`config.mk`:
```
export PLATFORM = sky130hd
export DESIGN_NAME = opc_class_decoder
export DESIGN_NICKNAME = d
export VERILOG_FILES = /design/src/rtl/opc_pkg.sv /design/src/rtl/opc_grp_ext_dec.sv /design/src/rtl/opc_map_one_dec.sv /design/src/rtl/opc_map_0f_dec.sv /design/src/rtl/opc_out_stage.sv /design/src/rtl/opc_class_decoder.sv
export SDC_FILE = /design/constraint.sdc
export NUM_CORES = 1
export LEC_CHECK = 0
export BUFFER_PORTS_ARGS = -buffer_cell sky130_fd_sc_hd__buf_2
export CORE_MARGIN = 2
export CORE_UTILIZATION = 43
export DETAILED_ROUTE_END_ITERATION = 10
export HOLD_SLACK_MARGIN = 0.1
export PLACE_DENSITY = 0.77
export SLEW_MARGIN = 20
export SYNTH_ARGS = -nofsm -noshare
export SYNTH_HDL_FRONTEND = slang
export SYNTH_SLANG_ARGS = --single-unit
```
`constraint.sdc`:
```
create_clock -name clk -period 1.4 [get_ports clk]
set_input_delay 0.21 -clock clk [delete_from_list [all_inputs] [get_ports clk]]
set_output_delay 0.21 -clock clk [all_outputs]
set_load 0.005 [all_outputs]
```
`src/rtl/opc_pkg.sv`:
```
package opc_pkg;

  localparam int OPC_W  = 8;
  localparam int REG_W  = 3;
  localparam int COND_W = 4;
  localparam int MAP_W  = 2;
  localparam int PFX_W  = 3;
  localparam int CLS_W  = 5;
  localparam int N_MAPS = 1 << MAP_W;

  localparam int FAM5_W = OPC_W - REG_W;
  localparam int FAM4_W = OPC_W - COND_W;

  localparam int PFX_OPSIZE = 0;
  localparam int PFX_REP    = 1;
  localparam int PFX_REPNE  = 2;

  localparam int MODRM_REG_LO = 3;

  localparam logic [FAM5_W-1:0] FAM_PUSH_REG = 5'b01010;
  localparam logic [FAM5_W-1:0] FAM_POP_REG  = 5'b01011;
  localparam logic [FAM4_W-1:0] FAM_JCC_SHORT = 4'h7;
  localparam logic [FAM4_W-1:0] FAM_CMOV      = 4'h4;
  localparam logic [FAM4_W-1:0] FAM_JCC_NEAR  = 4'h8;
  localparam logic [FAM4_W-1:0] FAM_SETCC     = 4'h9;
  localparam logic [OPC_W-1:0]  BYTE_XCHG_NOP = 8'h90;
  localparam logic [OPC_W-1:0]  BYTE_GRP_FF   = 8'hFF;

  typedef enum logic [CLS_W-1:0] {
    CLS_OTHER      = 5'd0,
    CLS_PUSH_REG   = 5'd1,
    CLS_POP_REG    = 5'd2,
    CLS_JCC_SHORT  = 5'd3,
    CLS_CMOVCC     = 5'd4,
    CLS_JCC_NEAR   = 5'd5,
    CLS_SETCC      = 5'd6,
    CLS_NOP        = 5'd7,
    CLS_NOP2       = 5'd8,
    CLS_PAUSE      = 5'd9,
    CLS_INC_RM     = 5'd10,
    CLS_DEC_RM     = 5'd11,
    CLS_CALL_IND   = 5'd12,
    CLS_JMP_IND    = 5'd13,
    CLS_PUSH_RM    = 5'd14,
    CLS_INVALID    = 5'd15,
    CLS_NEED_MODRM = 5'd16
  } opc_class_e;

  typedef enum logic [MAP_W-1:0] {
    MAP_ONE  = 2'd0,
    MAP_0F   = 2'd1,
    MAP_0F38 = 2'd2,
    MAP_0F3A = 2'd3
  } opc_map_e;

  typedef struct packed {
    opc_class_e               cls;
    logic [REG_W-1:0]         reg_idx;
    logic [COND_W-1:0]        cond;
    logic                     need_modrm;
  } opc_result_t;

  localparam int RES_W = $bits(opc_result_t);

  localparam opc_result_t RES_NONE = '{cls: CLS_OTHER, reg_idx: '0, cond: '0, need_modrm: 1'b0};

  function automatic logic in_fam5(input logic [OPC_W-1:0] op, input logic [FAM5_W-1:0] fam);
    return op[OPC_W-1:REG_W] == fam;
  endfunction

  function automatic logic in_fam4(input logic [OPC_W-1:0] op, input logic [FAM4_W-1:0] fam);
    return op[OPC_W-1:COND_W] == fam;
  endfunction

endpackage

```
`src/rtl/opc_grp_ext_dec.sv`:
```
module opc_grp_ext_dec
  import opc_pkg::*;
(
  input  logic             modrm_valid,
  input  logic [REG_W-1:0] modrm_reg,
  output opc_result_t      res
);

  always_comb begin
    res = RES_NONE;
    if (!modrm_valid) begin
      res.cls        = CLS_NEED_MODRM;
      res.need_modrm = 1'b1;
    end else begin
      unique case (modrm_reg)
        3'd0:    res.cls = CLS_INC_RM;
        3'd1:    res.cls = CLS_DEC_RM;
        3'd2:    res.cls = CLS_CALL_IND;
        3'd4:    res.cls = CLS_JMP_IND;
        3'd6:    res.cls = CLS_PUSH_RM;
        3'd7:    res.cls = CLS_INVALID;
        default: res.cls = CLS_OTHER;
      endcase
    end
  end

endmodule

```
`src/rtl/opc_map_one_dec.sv`:
```
module opc_map_one_dec
  import opc_pkg::*;
(
  input  logic [OPC_W-1:0] opcode,
  input  logic             pfx_opsize,
  input  logic             pfx_rep,
  input  opc_result_t      grp_res,
  output opc_result_t      res
);

  always_comb begin
    res = RES_NONE;
    if (in_fam5(opcode, FAM_PUSH_REG)) begin
      res.cls     = CLS_PUSH_REG;
      res.reg_idx = opcode[REG_W-1:0];
    end else if (in_fam5(opcode, FAM_POP_REG)) begin
      res.cls     = CLS_POP_REG;
      res.reg_idx = opcode[REG_W-1:0];
    end else if (in_fam4(opcode, FAM_JCC_SHORT)) begin
      res.cls  = CLS_JCC_SHORT;
      res.cond = opcode[COND_W-1:0];
    end else if (opcode == BYTE_XCHG_NOP) begin
      if (pfx_rep)         res.cls = CLS_PAUSE;
      else if (pfx_opsize) res.cls = CLS_NOP2;
      else                 res.cls = CLS_NOP;
    end else if (opcode == BYTE_GRP_FF) begin
      res = grp_res;
    end
  end

endmodule

```
`src/rtl/opc_map_0f_dec.sv`:
```
module opc_map_0f_dec
  import opc_pkg::*;
(
  input  logic [OPC_W-1:0] opcode,
  output opc_result_t      res
);

  always_comb begin
    res = RES_NONE;
    if (in_fam4(opcode, FAM_CMOV)) begin
      res.cls  = CLS_CMOVCC;
      res.cond = opcode[COND_W-1:0];
    end else if (in_fam4(opcode, FAM_JCC_NEAR)) begin
      res.cls  = CLS_JCC_NEAR;
      res.cond = opcode[COND_W-1:0];
    end else if (in_fam4(opcode, FAM_SETCC)) begin
      res.cls  = CLS_SETCC;
      res.cond = opcode[COND_W-1:0];
    end
  end

endmodule

```
`src/rtl/opc_out_stage.sv`:
```
module opc_out_stage #(
  parameter int W = 8
) (
  input  logic         clk,
  input  logic         rst_n,
  input  logic         in_valid,
  output logic         in_ready,
  input  logic [W-1:0] in_data,
  output logic         out_valid,
  input  logic         out_ready,
  output logic [W-1:0] out_data
);

  assign in_ready = !out_valid || out_ready;

  always_ff @(posedge clk) begin
    if (!rst_n) begin
      out_valid <= 1'b0;
      out_data  <= '0;
    end else if (in_ready) begin
      out_valid <= in_valid;
      if (in_valid) out_data <= in_data;
    end
  end

endmodule

```
`src/rtl/opc_class_decoder.sv`:
```
module opc_class_decoder
  import opc_pkg::*;
(
  input  logic              clk,
  input  logic              rst_n,
  input  logic              in_valid,
  output logic              in_ready,
  input  logic [OPC_W-1:0]  in_opcode,
  input  logic [MAP_W-1:0]  in_map,
  input  logic [PFX_W-1:0]  in_prefix,
  input  logic              in_modrm_valid,
  input  logic [OPC_W-1:0]  in_modrm,
  output logic              out_valid,
  input  logic              out_ready,
  output logic [CLS_W-1:0]  out_class,
  output logic [REG_W-1:0]  out_reg,
  output logic [COND_W-1:0] out_cond,
  output logic              out_need_modrm
);

  opc_result_t grp_res;
  opc_result_t map_res [N_MAPS];
  opc_result_t sel_res;
  opc_result_t held_res;
  logic [RES_W-1:0] held_bits;

  logic unused_inputs;
  assign unused_inputs = ^{in_prefix[PFX_REPNE],
                           in_modrm[OPC_W-1:MODRM_REG_LO+REG_W],
                           in_modrm[MODRM_REG_LO-1:0]};

  opc_grp_ext_dec u_grp (
    .modrm_valid (in_modrm_valid),
    .modrm_reg   (in_modrm[MODRM_REG_LO +: REG_W]),
    .res         (grp_res)
  );

  for (genvar m = 0; m < N_MAPS; m++) begin : g_map
    if (m == int'(MAP_ONE)) begin : g_one
      opc_map_one_dec u_dec (
        .opcode     (in_opcode),
        .pfx_opsize (in_prefix[PFX_OPSIZE]),
        .pfx_rep    (in_prefix[PFX_REP]),
        .grp_res    (grp_res),
        .res        (map_res[m])
      );
    end else if (m == int'(MAP_0F)) begin : g_0f
      opc_map_0f_dec u_dec (
        .opcode (in_opcode),
        .res    (map_res[m])
      );
    end else begin : g_wide
      assign map_res[m] = RES_NONE;
    end
  end

  assign sel_res = map_res[in_map];

  opc_out_stage #(.W(RES_W)) u_out (
    .clk       (clk),
    .rst_n     (rst_n),
    .in_valid  (in_valid),
    .in_ready  (in_ready),
    .in_data   (sel_res),
    .out_valid (out_valid),
    .out_ready (out_ready),
    .out_data  (held_bits)
  );

  assign held_res       = opc_result_t'(held_bits);
  assign out_class      = held_res.cls;
  assign out_reg        = held_res.reg_idx;
  assign out_cond       = held_res.cond;
  assign out_need_modrm = held_res.need_modrm;

endmodule

```
==> results.sh, run 1 <==
export IMPL_final_cells=167
export IMPL_p_per_area_mw_per_mm2=684
export IMPL_crit_path_max_fanout=5
export IMPL_tightest_slew_ns=0.450
export IMPL_period_needed_ns=1.28
export IMPL_max_freq_mhz=781
export IMPL_firstDrtPassIters=4
export IMPL_yosysSeqAreaShare_pct=33.9
export IMPL_drv_slew=0
export IMPL_synth_cells=86
export IMPL_critPathKind="reg2out"
export IMPL_clkTransAtPathRegs_ns=0.08
export IMPL_max_clock_path_buffers=2
export IMPL_synth_edf_count=0
export IMPL_globalplace_congestion=0.898
export IMPL_final_layout_size_suffix_gt1_share_pct=47.9
export IMPL_syn_avg_cell_area_sq_um=8.93
export IMPL_drcViolationCount=0
export IMPL_swShare_pct=27.3
export IMPL_detail_route_iter0_violations=34
export IMPL_p_int_w=0.000574
export IMPL_synth_top_cell_by_area="dfxtp_1"
export IMPL_fp_dieH_um=46.3
export IMPL_rsz0062_at_grt="false"
export IMPL_h_tree_depth=1
export IMPL_critical_path_reg2reg_endpoint="u_out.out_data[8]"
export IMPL_r2r_start="u_out.out_valid"
export IMPL_setup_viol_count_final=0
export IMPL_numCtsBuffers=3
export IMPL_routedWlPerCell_um=12.6
export IMPL_die_area_sq_mm=0.00214
export IMPL_synth_top_area_share_pct=33.9
export IMPL_synthesis_nets=112
export IMPL_final_common_cell="buf_2"
export IMPL_synth_cell_type_count=43
export IMPL_min_path_cells=3
export IMPL_p_switching_w=0.000216
export IMPL_hold_path_class="in2reg"
export IMPL_diodes=0
export IMPL_end_kind="output pin"
export IMPL_whs_ns=0.194
export IMPL_grt_pass1_wl_um=3390
export IMPL_seqPwrFrac_pct=47.8
export IMPL_p_total_w=0.000790
export IMPL_viasPerCell=5.45
export IMPL_initial_core_util_pct=45.0
export IMPL_required_ns=1.19
export IMPL_layout_common_cells="34 x buf_2, 21 x buf_4, 13 x dfxtp_1"
export IMPL_max_cap_violations=0
export IMPL_hold_start="in_valid"
export IMPL_arrival_ns=1.07
export IMPL_finalHoldViolations=0
export IMPL_gr_total_overflow=0
export IMPL_post_route_period_util_pct=91.4
export IMPL_ant_nets=0
export IMPL_num_vias=910
export IMPL_ys_flop_type="dfxtp_1"
export IMPL_cts_root_buf="clkbuf_4"
export IMPL_pin_count=41
export IMPL_power_frac_clock_pct=29.4
export IMPL_finalWirelength_um=2110
export IMPL_critPathLaunchType="flip-flop"
export IMPL_num_rows=15
export IMPL_min_to="u_out.out_valid"
export IMPL_yosysWarningCount=0
export IMPL_synth_seq_cells=13
export IMPL_p_leak_nw=0.526
export IMPL_comb_power_share_pct=22.8
export IMPL_syn_area_sq_um=768
export IMPL_fin_worst_skew_ns=0.00504
export IMPL_syn2layout_area_growth_pct=50.3
export IMPL_run_status="finished clean"
export IMPL_nNetsFinal=169
export IMPL_io_buffers=34
export IMPL_die_width_um=46.3
export IMPL_core_area_sq_mm=0.00171
export IMPL_grtUsageTotal_pct=21.7
export IMPL_hpwl_um=1730
export IMPL_clkSinkCount=13
export IMPL_place_ws_ns=-0.129
export IMPL_setup_tns_ns=0
export IMPL_reg2reg_depth=5
export IMPL_clkLatencyLatePin_ns=0.27
export IMPL_slew_headroom_pct=69.6
export IMPL_worst_slack_ns=0.120
export IMPL_r2r_setup_slack_ns=0.13
export IMPL_antenna_found_initial=0
export IMPL_grt_max_degree=11
export IMPL_dp_cells=163
export IMPL_vdd_drop_max_mv=0.477
export IMPL_grt_pass1_vias=834
export IMPL_yosys_top_cells_area="dfxtp_1 34%, a22o_1 6.8%, nor2_1 4.9%"
export IMPL_cts_tree="done"
export IMPL_synthArstFlopShare_pct=0
-- worst max-delay path, stage by stage, from the launching register on --
cell and delay [ns]:
dfxtp_1 0.33, nor2b_4 0.18, inv_2 0.05, buf_4 0.13, buf_2 0.11
-- registers in the layout, summed over array words and instances, names as in the netlist --
register,cells
u_out.out_valid,1
u_out.out_data,12
-- area by class of cell --
| class | instances | area, sq um |
|---|---|---|
| fill | 143 | 553 |
| multi-input combinational | 64 | 487 |
| timing repair buffer | 55 | 328 |
| sequential | 13 | 260 |
| tap | 25 | 31.3 |
| clock buffer | 4 | 26.3 |
| inverter | 6 | 22.5 |
-- metal layers --
| metal | global-route usage, % | part of all wire, % |
|---|---|---|
| met1 | 27.0 | 43 |
| met4 | 6.86 | 1.5 |
| met2 | 36.4 | 49 |
| met5 | 0 | 0 |
| met3 | 5.10 | 6.6 |
-- synthesized netlist by cell type (all sizes together), types with 3 or more instances --
| library cell | instances |
|---|---|
| buf | 3 |
| a22oi | 3 |
| nand2 | 5 |
| nor3 | 3 |
| nor2 | 10 |
| nor4 | 4 |
| inv | 6 |
| nor3b | 3 |
| dfxtp | 13 |
| a22o | 6 |
| a21oi | 3 |
-- timing repair --
action	CTS	global route
setup buffers	0	0
hold buffers	0	0
gates resized for setup	2	2
endpoints found under the setup margin	2	2
-- worst max-delay path by stage --
stage	start	end	cells after the start
3_5_place_dp	in_opcode[6]	u_out.out_data[8]	5
2_1_floorplan	u_out.out_valid	u_out.out_data[8]	5
5_1_grt	u_out.out_valid	u_out.out_data[8]	5
3_3_place_gp	in_opcode[0]	u_out.out_data[11]	5
4_1_cts	u_out.out_valid	u_out.out_data[8]	5
6_report	u_out.out_valid	in_ready	4
-- cells by family (layout without fill, tap and decap cells) --
family | count (synthesis) | after routing | share of synthesized area, %
muxes | 1 | 1 | 1.30
DFF | 13 | 13 | 33.9
AOI/OAI and AO/OA | 25 | 25 | 26.1
and+or+nand+nor | 36 | 36 | 30.3
adders and majority gates | 1 | 1 | 1.30
buffers and inverters | 9 | 65 | 6.03
xor gates and xnor gates | 1 | 1 | 1.14
-- stage by stage --
stage               instance area (sq um)  utilization (%)
floorplan                             768                -
global placement                     1100             64.6
detailed placement                   1100             64.6
CTS                                  1140             66.6
global route                         1150             67.6
finish                               1150             67.6
-- power by group through the flow --
stage	Combinational, W	Sequential (W)	Clock (W)
global placement	0.000166	0.000385	0
global route	0.000198	0.000378	0.000256
CTS	0.000174	0.000377	0.000234
detailed placement	0.000171	0.000386	0
floorplan	0.0000683	0.000386	0
finish	0.000180	0.000377	0.000232
Note: power is estimated with default switching activity, not from simulation.
==> run 2: changes to the inputs <==
- PLACE_DENSITY: 0.77 -> 0.78
==> run 2 against run 1 <==
  * Sequential cell count unchanged
  * First-iteration DRC count down 29%
  * Worst hold slack better by 0.021 ns
  * Final cell count down 0.60%
  * Via count down 2.6%
==> results.sh, run 2 (synthesized netlist as in run 1, its figures left out) <==
export IMPL_max_cap_violations=0
export IMPL_largest_reg_flops=12
export IMPL_clkTransAtPathRegs_ns=0.08
export IMPL_final_cells=166
export IMPL_whs_ns=0.215
export IMPL_grt_max_degree=11
export IMPL_num_vias=886
export IMPL_min_to="u_out.out_valid"
export IMPL_drcViolationCount=0
export IMPL_arrival_ns=1.55
export IMPL_crit_path_max_fanout=4
export IMPL_top_regs="u_out.out_data x12, u_out.out_valid x1"
export IMPL_critPathLaunchType="flip-flop"
export IMPL_p_per_area_mw_per_mm2=690
export IMPL_finalHoldViolations=0
export IMPL_vdd_drop_max_mv=0.379
export IMPL_detail_route_iter0_violations=24
export IMPL_top_usage_layer="met2"
export IMPL_critical_path_reg2reg_endpoint="u_out.out_data[11]"
export IMPL_met1_usage_pct=25.3
export IMPL_initial_core_util_pct=45.0
export IMPL_min_path_cells=3
export IMPL_nNetsFinal=168
export IMPL_required_ns=1.63
export IMPL_viasPerCell=5.34
export IMPL_grt_pass1_wl_um=3170
export IMPL_period_needed_ns=1.33
export IMPL_postCtsSetupBuffers=0
export IMPL_layout_common_cells="34 x buf_2, 20 x buf_4, 13 x dfxtp_1"
export IMPL_swShare_pct=27.6
export IMPL_die_area_sq_mm=0.00214
export IMPL_rsz0062_at_grt="false"
export IMPL_setup_viol_count_final=0
export IMPL_clkLatencyLatePin_ns=0.28
export IMPL_hold_path_class="in2reg"
export IMPL_p_leak_nw=0.517
export IMPL_tightest_slew_ns=0.501
export IMPL_top_register="u_out.out_data"
export IMPL_max_freq_mhz=753
export IMPL_comb_power_share_pct=22.4
export IMPL_power_frac_clock_pct=29.8
export IMPL_ant_nets=0
export IMPL_gr_total_overflow=0
export IMPL_max_clock_path_buffers=2
export IMPL_dp_cells=162
export IMPL_numCtsBuffers=3
export IMPL_critPathKind="reg2reg"
export IMPL_fin_worst_skew_ns=0.00123
export IMPL_final_common_cell="buf_2"
export IMPL_io_buffers=34
export IMPL_final_layout_size_suffix_gt1_share_pct=48.2
export IMPL_antenna_found_initial=0
export IMPL_core_area_sq_mm=0.00171
export IMPL_r2r_start="u_out.out_valid"
export IMPL_hpwl_um=1710
export IMPL_routedWlPerCell_um=12.6
export IMPL_grt_util_met2_pct=34.2
export IMPL_firstDrtPassIters=4
export IMPL_seqPwrFrac_pct=47.8
export IMPL_post_route_period_util_pct=94.8
export IMPL_p_switching_w=0.000217
export IMPL_finalWirelength_um=2100
export IMPL_cts_tree="done"
export IMPL_num_rows=15
export IMPL_reg2reg_depth=4
export IMPL_h_tree_depth=1
export IMPL_p_int_w=0.000571
export IMPL_slew_headroom_pct=66.2
export IMPL_clkSinkCount=13
export IMPL_ctsHoldBuffers=0
export IMPL_cts_root_buf="clkbuf_4"
export IMPL_globalplace_congestion=0.896
export IMPL_pin_count=41
export IMPL_hold_start="in_valid"
export IMPL_drv_slew=0
export IMPL_run_status="finished clean"
export IMPL_fill_cells=146
export IMPL_end_kind="flip-flop"
export IMPL_grtUsageMet3_pct=3.53
export IMPL_r2r_setup_slack_ns=0.07
export IMPL_fp_dieH_um=46.3
export IMPL_syn2layout_area_growth_pct=48.9
export IMPL_grtUsageTotal_pct=21.0
export IMPL_die_width_um=46.3
export IMPL_grt_pass1_vias=756
export IMPL_diodes=0
-- run 2: changes by cell type in the layout (fill, tap and decap cells not counted) --
cell | before | now
nor2b_2 | 0 | 1
buf_4 | 21 | 20
a2111oi_4 | 1 | 0
a2111oi_2 | 0 | 1
a21oi_2 | 1 | 0
a21oi_4 | 0 | 1
nor4_1 | 3 | 2
nor4_2 | 0 | 1
nor2b_4 | 1 | 0
-- run 2: power groups by stage --
stage | combinational (W) | clock [W] | sequential [W]
6_report | 0.000176 | 0.000235 | 0.000377
5_1_grt | 0.000191 | 0.000264 | 0.000378
4_1_cts | 0.000171 | 0.000237 | 0.000377
3_5_place_dp | 0.000170 | 0 | 0.000386
3_3_place_gp | 0.000165 | 0 | 0.000385
2_1_floorplan | 0.0000683 | 0 | 0.000386
-- run 2: worst max path at each step --
stage / start / end / depth (start not counted)
3_3_place_gp: in_opcode[0] / u_out.out_data[11] / 5
2_1_floorplan: u_out.out_valid / u_out.out_data[8] / 5
4_1_cts: u_out.out_valid / u_out.out_data[8] / 5
6_report: u_out.out_valid / u_out.out_data[11] / 4
3_5_place_dp: in_opcode[0] / u_out.out_data[11] / 5
5_1_grt: u_out.out_valid / u_out.out_data[8] / 5
-- run 2: layout make-up --
cell class	instances	area [sq um]	share of cell area, %
sequential	13	260	22.8
tap	25	31.3	2.74
multi-input combinational	64	483	42.2
clock buffer	4	26.3	2.30
inverter	6	22.5	1.97
timing repair buffer	54	320	28.0
-- run 2: critical path, stage by stage, from the launching register on --
cell and delay (ns):
dfxtp_1 0.31, nor2b_2 0.17, or3_1 0.44, nor4_2 0.18, a22o_1 0.17
-- run 2: timing repair --
item | 4_1_cts | 5_1_grt
resized for setup | 0 | 4
endpoints found under the setup margin | 0 | 8
endpoints found under the hold margin | 0 | 0
-- run 2: metal layers --
layer  wire length (um)  up-vias
met5                  0        -
met4                 63        0
met3                165        7
met2                968       42
met1                902      393
li1                   -      444
-- run 2: metrics by stage --
step           worst slack, ns  utilization [%]  instance area, sq um  total power, W  TNS [ns]
2_1_floorplan           0.0412                -                   768        0.000455         0
3_3_place_gp           -0.0724             64.2                  1100        0.000550    -0.150
3_5_place_dp           -0.0920             64.2                  1100        0.000555    -0.245
4_1_cts                 0.0189             65.7                  1120        0.000785         0
5_1_grt                 0.0173             67.0                  1140        0.000832         0
6_report                0.0728             67.0                  1140        0.000789         0
==> run 3: changes to the inputs <==
--- a/constraint.sdc
+++ b/constraint.sdc
@@ -3,2 +3,2 @@
 set_output_delay 0.21 -clock clk [all_outputs]
-set_load 0.005 [all_outputs]
+set_load 0.05 [all_outputs]
==> run 3 against run 2 <==
  * Die area stayed put
  * Fmax is 1.4% higher
  * Power is 0.14% higher
  * Non-clock buffer count is 5 lower
  * Clock power is 6% lower
  * Worst hold slack better by 0.011 ns
==> results.sh, run 3 (synthesized netlist as in run 1, its figures left out) <==
export IMPL_run_status="finished clean"
export IMPL_pin_count=41
export IMPL_power_frac_clock_pct=27.9
export IMPL_final_cells=161
export IMPL_comb_power_share_pct=24.3
export IMPL_critPathLaunch="u_out.out_valid"
export IMPL_critPathLaunchType="flip-flop"
export IMPL_whs_ns=0.226
export IMPL_syn2layout_area_growth_pct=44.1
export IMPL_max_cap_violations=0
export IMPL_top_register="u_out.out_data"
export IMPL_globalplace_congestion=0.906
export IMPL_numCtsBuffers=3
export IMPL_diodes=0
export IMPL_swShare_pct=28.7
export IMPL_gr_total_overflow=0
export IMPL_routedWlPerCell_um=13.2
export IMPL_p_switching_w=0.000226
export IMPL_antenna_found_initial=0
export IMPL_grt_max_degree=11
export IMPL_largest_reg_flops=12
export IMPL_hold_start="in_valid"
export IMPL_drcViolationCount=0
export IMPL_end_kind="flip-flop"
export IMPL_firstDrtPassIters=4
export IMPL_worst_slack_ns=0.0908
export IMPL_viasPerCell=5.54
export IMPL_clkSinkCount=13
export IMPL_core_area_sq_mm=0.00171
export IMPL_clkLatencyLatePin_ns=0.27
export IMPL_critPathKind="reg2reg"
export IMPL_grt_pass1_vias=796
export IMPL_fp_dieH_um=46.3
export IMPL_met1_usage_pct=24.3
export IMPL_h_tree_depth=1
export IMPL_final_layout_size_suffix_gt1_share_pct=47.8
export IMPL_layout_common_cells="34 x buf_2, 15 x buf_4, 12 x dfxtp_1"
export IMPL_cts_tree="done"
export IMPL_max_freq_mhz=764
export IMPL_die_width_um=46.3
export IMPL_grtUsageMet3_pct=3.92
export IMPL_postLayoutCoreUtil_pct=64.8
export IMPL_cp_slowest_cell="or3_1"
export IMPL_r2r_setup_slack_ns=0.09
export IMPL_slowest_delay_ns=0.42
export IMPL_place_ws_ns=-0.0970
export IMPL_r2r_start="u_out.out_valid"
export IMPL_crit_chain="nor2b_4, or3_1, a21oi_2, a22o_1"
export IMPL_postCtsResizedCells=0
export IMPL_clkTransAtPathRegs_ns=0.07
export IMPL_nNetsFinal=163
export IMPL_io_buffers=34
export IMPL_p_per_area_mw_per_mm2=713
export IMPL_num_vias=892
export IMPL_grtUsageTotal_pct=21.2
export IMPL_top_regs="u_out.out_data x12, u_out.out_valid x1"
export IMPL_setup_viol_count_final=0
export IMPL_grt_pass1_wl_um=3190
export IMPL_fin_worst_skew_ns=0.000971
export IMPL_vdd_drop_max_mv=0.427
export IMPL_drv_slew=0
export IMPL_hold_path_class="in2reg"
export IMPL_ant_nets=0
export IMPL_hpwl_um=1750
export IMPL_cts_root_buf="clkbuf_4"
export IMPL_finalWirelength_um=2130
export IMPL_dp_cells=157
export IMPL_initial_core_util_pct=45.0
export IMPL_ctsHoldBuffers=0
export IMPL_p_int_w=0.000563
export IMPL_top_usage_layer="met2"
export IMPL_die_area_sq_mm=0.00214
export IMPL_slew_headroom_pct=69.0
export IMPL_seqPwrFrac_pct=47.8
export IMPL_setup_tns_ns=0
export IMPL_postCtsSetupBuffers=0
export IMPL_post_route_period_util_pct=93.5
export IMPL_required_ns=1.62
export IMPL_tightest_slew_ns=0.459
export IMPL_arrival_ns=1.52
export IMPL_p_leak_nw=0.495
export IMPL_detail_route_iter0_violations=49
export IMPL_final_common_cell="buf_2"
export IMPL_rsz0062_at_grt="false"
export IMPL_finalHoldViolations=0
export IMPL_grt_util_met2_pct=36.1
export IMPL_num_rows=15
export IMPL_max_clock_path_buffers=2
export IMPL_period_needed_ns=1.31
export IMPL_crit_path_max_fanout=6
## run 3: area by class of cell
cell class / instances / area [sq um]
Tap cell: 25 / 31.3
Fill cell: 157 / 601
Sequential cell: 13 / 262
Multi-Input combinational cell: 64 / 480
Inverter: 6 / 25.0
Timing Repair Buffer: 49 / 283
Clock buffer: 4 / 26.3
## run 3: stage by stage
stage | cell area (sq um) | power [W]
floorplan | 791 | 0.000483
global placement | 1080 | 0.000569
detailed placement | 1080 | 0.000575
CTS | 1110 | 0.000800
global route | 1110 | 0.000834
finish | 1110 | 0.000790
## run 3: critical path: cells and delay by family (launching register included)
family / cells / cell delay [ns]
compound gates: 2 / 0.38
flops: 1 / 0.32
simple gates: 2 / 0.56
## run 3: metal layers
layer	share of wire, %	vias up	routed length (um)
met2	50	52	1070
met5	0	-	0
li1	-	439	-
met3	7.8	6	166
met1	40	395	853
met4	1.9	0	40
## run 3: power by group through the flow
| stage | Combinational (W) | Clock (W) | Sequential (W) |
|---|---|---|---|
| 6_report | 0.000192 | 0.000221 | 0.000378 |
| 4_1_cts | 0.000190 | 0.000232 | 0.000378 |
| 3_5_place_dp | 0.000189 | 0 | 0.000387 |
| 2_1_floorplan | 0.0000785 | 0 | 0.000404 |
| 5_1_grt | 0.000207 | 0.000249 | 0.000379 |
| 3_3_place_gp | 0.000183 | 0 | 0.000386 |
## run 3: final timing paths
check | cells past startpoint | to
max reg2reg | 4 | u_out.out_data[4]
min | 3 | u_out.out_valid
max | 4 | u_out.out_data[4]
min reg2reg | 1 | u_out.out_data[1]
